### config.mk
export PLATFORM = sky130hd
export DESIGN_NAME = sertx_top
export DESIGN_NICKNAME = d
export VERILOG_FILES = /design/src/rtl/sertx_pkg.sv /design/src/rtl/sertx_fifo.sv /design/src/rtl/sertx_shifter.sv /design/src/rtl/sertx_events.sv /design/src/rtl/sertx_top.sv
export SDC_FILE = /design/constraint.sdc
export NUM_CORES = 1
export LEC_CHECK = 0
export BUFFER_PORTS_ARGS = -buffer_cell sky130_fd_sc_hd__buf_2
export CAP_MARGIN = 20
export CORE_ASPECT_RATIO = 1.75
export CORE_MARGIN = 2
export CORE_UTILIZATION = 61
export DETAILED_ROUTE_END_ITERATION = 16
export PLACE_DENSITY_LB_ADDON = 0.25
export RECOVER_POWER = 50
export SLEW_MARGIN = 20
export SYNTH_ARGS = -nofsm -noshare
export SYNTH_HDL_FRONTEND = slang
export SYNTH_HIERARCHICAL = 1
export SYNTH_SLANG_ARGS = --single-unit
### constraint.sdc
create_clock -name clk_i -period 3.7 [get_ports clk_i]
set_input_delay 0.185 -clock clk_i [delete_from_list [all_inputs] [get_ports clk_i]]
set_output_delay 0.185 -clock clk_i [all_outputs]
set_load 0.01 [all_outputs]
### src/rtl/sertx_pkg.sv
package sertx_pkg;
  localparam int FRAME_W = 12;

  typedef struct packed {
    logic [1:0] len;
    logic       par_en;
    logic       par_even;
    logic       two_stop;
    logic       os8;
  } frame_cfg_t;

  function automatic logic [FRAME_W-1:0] pack_frame(input logic [7:0] d, input frame_cfg_t c);
    logic [FRAME_W-1:0] f;
    logic p;
    int wl;
    f  = '1;
    p  = 1'b0;
    wl = 5 + int'(c.len);
    f[0] = 1'b0;
    for (int i = 0; i < 8; i++) begin
      if (i < wl) begin
        f[1+i] = d[i];
        p      = p ^ d[i];
      end
    end
    if (c.par_en) f[1+wl] = c.par_even ? p : ~p;
    return f;
  endfunction

  function automatic logic [3:0] frame_bits(input frame_cfg_t c);
    return 4'd7 + {2'b00, c.len} + {3'b000, c.par_en} + {3'b000, c.two_stop};
  endfunction
endpackage

### src/rtl/sertx_fifo.sv
module sertx_fifo #(
  parameter int DEPTH = 16,
  parameter int W     = 8,
  localparam int AW   = $clog2(DEPTH),
  localparam int CW   = $clog2(DEPTH + 1)
) (
  input  logic          clk_i,
  input  logic          rst_ni,
  input  logic          clr_i,
  input  logic          push_i,
  input  logic [W-1:0]  din_i,
  input  logic          pop_i,
  output logic [W-1:0]  dout_o,
  output logic [CW-1:0] count_o,
  output logic          full_o,
  output logic          empty_o
);
  localparam logic [AW-1:0] LAST = AW'(DEPTH - 1);
  localparam logic [CW-1:0] FULL = CW'(DEPTH);

  logic [W-1:0]  mem [DEPTH];
  logic [AW-1:0] wr_ptr, rd_ptr;
  logic [CW-1:0] cnt;
  logic          do_push, do_pop;

  assign full_o  = (cnt == FULL);
  assign empty_o = (cnt == '0);
  assign do_push = push_i && !full_o && !clr_i;
  assign do_pop  = pop_i && !empty_o && !clr_i;
  assign dout_o  = mem[rd_ptr];
  assign count_o = cnt;

  always_ff @(posedge clk_i) begin
    if (do_push) mem[wr_ptr] <= din_i;
  end

  always_ff @(posedge clk_i or negedge rst_ni) begin
    if (!rst_ni) begin
      wr_ptr <= '0;
      rd_ptr <= '0;
      cnt    <= '0;
    end else if (clr_i) begin
      wr_ptr <= '0;
      rd_ptr <= '0;
      cnt    <= '0;
    end else begin
      if (do_push) wr_ptr <= (wr_ptr == LAST) ? '0 : wr_ptr + 1'b1;
      if (do_pop)  rd_ptr <= (rd_ptr == LAST) ? '0 : rd_ptr + 1'b1;
      case ({do_push, do_pop})
        2'b10:   cnt <= cnt + 1'b1;
        2'b01:   cnt <= cnt - 1'b1;
        default: cnt <= cnt;
      endcase
    end
  end
endmodule

### src/rtl/sertx_shifter.sv
module sertx_shifter
  import sertx_pkg::*;
(
  input  logic       clk_i,
  input  logic       rst_ni,
  input  logic       tick_i,
  input  logic       tx_en_i,
  input  logic       hold_i,
  input  frame_cfg_t cfg_i,
  input  logic       empty_i,
  input  logic [7:0] data_i,
  output logic       pop_o,
  output logic       busy_o,
  output logic       txd_o
);
  logic [FRAME_W-1:0] sh_q;
  logic [3:0]         left_q;
  logic [3:0]         tcnt_q;
  logic               os8_q;
  logic               busy_q;
  logic               load;
  logic               bit_end;

  assign load    = !busy_q && tx_en_i && !empty_i && !hold_i;
  assign bit_end = tick_i && (tcnt_q == (os8_q ? 4'd7 : 4'd15));
  assign pop_o   = load;
  assign busy_o  = busy_q;
  assign txd_o   = busy_q ? sh_q[0] : 1'b1;

  always_ff @(posedge clk_i or negedge rst_ni) begin
    if (!rst_ni) begin
      sh_q   <= '1;
      left_q <= '0;
      tcnt_q <= '0;
      os8_q  <= 1'b0;
      busy_q <= 1'b0;
    end else if (load) begin
      sh_q   <= pack_frame(data_i, cfg_i);
      left_q <= frame_bits(cfg_i);
      tcnt_q <= '0;
      os8_q  <= cfg_i.os8;
      busy_q <= 1'b1;
    end else if (busy_q && tick_i) begin
      if (bit_end) begin
        tcnt_q <= '0;
        sh_q   <= {1'b1, sh_q[FRAME_W-1:1]};
        left_q <= left_q - 1'b1;
        if (left_q == 4'd1) busy_q <= 1'b0;
      end else begin
        tcnt_q <= tcnt_q + 1'b1;
      end
    end
  end
endmodule

### src/rtl/sertx_events.sv
module sertx_events #(
  parameter int CW     = 5,
  parameter int N_SYNC = 2
) (
  input  logic          clk_i,
  input  logic          rst_ni,
  input  logic [CW-1:0] count_i,
  input  logic [CW-1:0] trig_i,
  input  logic          busy_i,
  input  logic          ovf_set_i,
  input  logic          clr_i,
  input  logic          cts_i,
  input  logic [3:0]    irq_en_i,
  output logic [3:0]    irq_o
);
  logic [N_SYNC-1:0] sync_q;
  logic              cts_prev_q;
  logic              ovf_q;
  logic [3:0]        raw;

  // Synchronizer resets to the deasserted (high) level
  always_ff @(posedge clk_i or negedge rst_ni) begin
    if (!rst_ni) begin
      sync_q     <= '1;
      cts_prev_q <= 1'b1;
    end else begin
      sync_q     <= {sync_q[N_SYNC-2:0], cts_i};
      cts_prev_q <= sync_q[N_SYNC-1];
    end
  end

  always_ff @(posedge clk_i or negedge rst_ni) begin
    if (!rst_ni)        ovf_q <= 1'b0;
    else if (clr_i)     ovf_q <= 1'b0;
    else if (ovf_set_i) ovf_q <= 1'b1;
  end

  assign raw[0] = (count_i >= trig_i);
  assign raw[1] = ovf_q;
  assign raw[2] = (count_i == '0) && !busy_i;
  assign raw[3] = sync_q[N_SYNC-1] ^ cts_prev_q;

  for (genvar k = 0; k < 4; k++) begin : g_gate
    assign irq_o[k] = raw[k] & irq_en_i[k];
  end
endmodule

### src/rtl/sertx_top.sv
module sertx_top
  import sertx_pkg::*;
#(
  parameter int DEPTH = 16,
  localparam int CW   = $clog2(DEPTH + 1)
) (
  input  logic          clk_i,
  input  logic          rst_ni,
  input  logic          tick_i,
  input  logic          tx_en_i,
  input  logic          fifo_clr_i,
  input  logic          wr_valid_i,
  input  logic [7:0]    wr_data_i,
  input  logic [1:0]    cfg_len_i,
  input  logic          cfg_par_en_i,
  input  logic          cfg_par_even_i,
  input  logic          cfg_two_stop_i,
  input  logic          cfg_os8_i,
  input  logic [CW-1:0] trig_i,
  input  logic [3:0]    irq_en_i,
  input  logic          cts_i,
  output logic          txd_o,
  output logic          wr_ready_o,
  output logic          busy_o,
  output logic [3:0]    irq_o
);
  frame_cfg_t    cfg;
  logic [7:0]    fifo_dout;
  logic [CW-1:0] fifo_cnt;
  logic          fifo_full, fifo_empty, pop;
  logic          ovf_set;

  assign cfg = '{len: cfg_len_i, par_en: cfg_par_en_i, par_even: cfg_par_even_i,
                 two_stop: cfg_two_stop_i, os8: cfg_os8_i};
  assign wr_ready_o = !fifo_full;
  assign ovf_set    = wr_valid_i && fifo_full && !fifo_clr_i;

  sertx_fifo #(.DEPTH(DEPTH), .W(8)) u_fifo (
    .clk_i(clk_i), .rst_ni(rst_ni), .clr_i(fifo_clr_i),
    .push_i(wr_valid_i), .din_i(wr_data_i), .pop_i(pop),
    .dout_o(fifo_dout), .count_o(fifo_cnt), .full_o(fifo_full), .empty_o(fifo_empty)
  );

  sertx_shifter u_shift (
    .clk_i(clk_i), .rst_ni(rst_ni), .tick_i(tick_i), .tx_en_i(tx_en_i),
    .hold_i(fifo_clr_i), .cfg_i(cfg), .empty_i(fifo_empty), .data_i(fifo_dout),
    .pop_o(pop), .busy_o(busy_o), .txd_o(txd_o)
  );

  sertx_events #(.CW(CW), .N_SYNC(2)) u_evt (
    .clk_i(clk_i), .rst_ni(rst_ni), .count_i(fifo_cnt), .trig_i(trig_i),
    .busy_i(busy_o), .ovf_set_i(ovf_set), .clr_i(fifo_clr_i), .cts_i(cts_i),
    .irq_en_i(irq_en_i), .irq_o(irq_o)
  );
endmodule

==> impl_metrics.yaml <==
timing:
  fin_crit_sh_pct: 88.5
  setup_viol: 0
  finalHoldViolations: 0
  slew_viol_final: 40
  relSlewSlack_pct: -43.3
  period_minus_slack_ps: 3270
  grt_setup_unrepaired: "no"
  tightest_slew_ps: 2150
  hold_slack_ps: 59.3
  max_freq_mhz: 305
  fin_setup_tns_ps: 0
  finalClockSkew_ps: 8.19
power:
  p_seq_share_pct: 50.5
  ir_drop_v: 0.000335
  clockPowerShare_pct: 38.1
  power_mw: 4.48
  p_switching_mw: 1.13
  swShare_pct: 25.2
  pwr-share-comb_pct: 11.4
  power_density_nw_per_um2: 521
  leakage_nw: 3.09
  internal-power_mw: 3.35
clock_network:
  cts.reportedPaths.clkPinSlew_ps: 70
  cts_tree: "done"
  cts_repair_resize_count: 0
  clock_sinks: 167
  h-tree-depth: 4
  cts_made_buffers: 17
  cts_buffer_depth: 2
  root_buffer: "clkbuf_16"
  worstSkewPairLatency_ps: 420
final_layout:
  post-route-util_pct: 69.6
  drive_above_1_share_pct: 20.9
  multi_input_area_um2: 2570
  fin_cells: 761
  n_antenna_cell: 0
  fillers: 853
  regArea_um2: 4840
  syn_to_final_growth_pct: 12.9
  nNetsFinal: 632
synthesis:
  synth_area_leader_cell: "edfxtp_1"
  yosys_warnings: 6
  synthTopCellsByCount: "edfxtp_1, nor2_1, mux2i_1"
  synth.avg_cell_area_um2: 14.2
  synthTopCellsByArea: "edfxtp_1, dfrtp_1, dfstp_2, mux2i_1, mux4_2"
  async_flop_share_pct: 23.4
  synth_most_common_cell: "edfxtp_1"
  synth_flop_cell: "edfxtp_1"
  yosys.area.top_type_share_pct: 50.4
  synth-seq-area-share_pct: 63.5
  syn_area_um2: 7620
  syn-num-nets: 588
  synth_edf_count: 128
  yosysUniqueCellTypes: 65
  synthCells: 536
  ys_ff_latch: 167
worst_setup_path:
  critPathTopFamily: "compound AO/OA/AOI/OAI gates"
  critPathMaxFanout: 19
  slowest_stage: "dfrtp_2"
  path_cells: "buf_12, buf_12, mux2_2, o21ai_0, a21oi_1, a22oi_1, nand2_1, and4b_2, a311o_1, xnor3_2, nor3b_1, o22ai_1"
  r2r_cells: 12
  end_kind: "register"
  crit_type: "reg -> reg"
  critical_path_buf_inv_count: 2
  worst_ep_required_time_ps: 4040
  slowest_delay_ps: 580
  path_depth: 12
  critPathMostFrequentCell: "buf_12"
  cp.arrival_ps: 3610
  worstSetupStartpointType: "register"
floorplan:
  start_util_pct: 61.6
  die-area_um2: 13400
  fp-row-count: 54
  dieHeight_um: 152
  io_pins: 37
  die_w_um: 88.5
  core_um2: 12400
drt:
  routedWlPerCell_um: 19.3
  num_vias: 4480
  wl_um: 14700
  vias_per_cell: 5.89
  drt_iter0_drc: 266
  drtAntennaViolNets: 0
  route.detailed.drc: 0
  first_pass_iters: 5
global_route:
  grt_max_degree: 40
  grt_overflow_total: 0
  antenna_found_initial: 0
  grt_pass1_wl_um: 23300
  grt_usage_pct: 23.5
  grt_pass1_vias: 4596
place:
  port_buffers: 36
  dp_hpwl_um: 10200
  place_inst: 726
  place_congestion: 0.876
worst_hold_path:
  min_path_cells: 3
  hold_class: "in -> reg"
job:
  cap_violations: 1
run_status:
  violations: "max-capacitance violations, max-slew violations"
  status: "finished, violations left"
==> final cells by class <==
class                      count  share of cell area, %
sequential                   167                   56.3
multi-input combinational    320                   29.9
clock buffer                  17                   4.95
timing repair buffer          52                   3.74
tap                          168                   2.44
clock inverter                15                   1.77
inverter                      22                  0.960
==> state kept, by name, indices dropped and copies added (netlist names) <==
| register | cells |
|---|---|
| u_fifo/count_o | 5 |
| u_fifo/rd_ptr | 4 |
| u_shift/os8_q | 1 |
| u_shift/left_q | 4 |
| u_evt/cts_prev_q | 1 |
| u_fifo/mem | 128 |
| u_shift/busy_o | 1 |
| u_evt/ovf_q | 1 |
| u_fifo/wr_ptr | 4 |
| u_shift/tcnt_q | 4 |
| u_evt/sync_q | 2 |
| u_shift/sh_q | 12 |
==> through the flow <==
step / area [um^2] / setup slack (ps)
floorplan: 7620 / 378
global placement: 8000 / 557
detailed placement: 8000 / 495
CTS: 8610 / 469
global route: 8600 / 218
finish: 8600 / 426
==> timing repair <==
item | CTS | global route
hold buffers | 3 | 0
buffers inserted | 0 | 0
endpoints found under the hold margin | 26 | 0
==> routing by layer <==
metal	GRT usage, %	vias up	wire length, um
li1	-	2102	-
met1	25.4	2237	5210
met2	43.5	116	8580
met3	3.91	25	559
met4	9.81	0	353
met5	0	-	0
==> power by group through the flow <==
stage | Clock (mW) | Sequential [mW] | Combinational, mW
5_1_grt | 1.81 | 2.28 | 0.572
4_1_cts | 1.73 | 2.26 | 0.518
2_1_floorplan | 0 | 2.27 | 0.370
6_report | 1.71 | 2.26 | 0.510
3_3_place_gp | 0 | 2.29 | 0.487
3_5_place_dp | 0 | 2.30 | 0.511
==> path summary, 6_finish.rpt <==
check,from,end,slack [ps]
hold / removal,tick_i,u_shift/tcnt_q[1],60
max in group asynchronous,rst_ni,u_fifo/rd_ptr[0],1390
setup / recovery,u_fifo/rd_ptr[0],u_shift/sh_q[8],430
hold reg to reg,u_evt/sync_q[0],u_evt/sync_q[1],360
setup reg to reg,u_fifo/rd_ptr[0],u_shift/sh_q[8],430
min in group asynchronous,rst_ni,u_fifo/count_o[2],930
==> worst register-to-register path, cell delays in order, from the launching register on <==
cell     delay (ps)
dfrtp_2         580
buf_12          240
buf_12          210
mux2_2          350
o21ai_0         140
a21oi_1          90
a22oi_1         200
nand2_1         110
and4b_2         220
a311o_1         340
xnor3_2         260
nor3b_1         310
o22ai_1         150
==> kinds of logic after synthesis <==
| logic type | Yosys count | synth area share, % |
|---|---|---|
| flip-flops | 167 | 63.5 |
| AO/OA/AOI/OAI | 93 | 7.87 |
| multiplexers | 66 | 11.5 |
| adder cells (fa/ha/maj) | 22 | 3.81 |
| XOR/XNOR | 20 | 2.69 |
| buffers and inverters | 49 | 2.79 |
| AND/OR/NAND/NOR | 119 | 7.83 |
==> cells in the final DEF, fill, tap and decap left out, types with 11 or more instances in the layout <==
cell type,n
dfrtp_1,23
mux2i_1,37
dfstp_2,14
clkbuf_16,17
a21oi_1,18
nor2_1,39
ha_1,20
nand2_1,34
buf_2,27
inv_1,22
mux4_2,16
buf_4,11
o21ai_0,32
edfxtp_1,128
No activity file was read; power rests on OpenSTA's default activity.
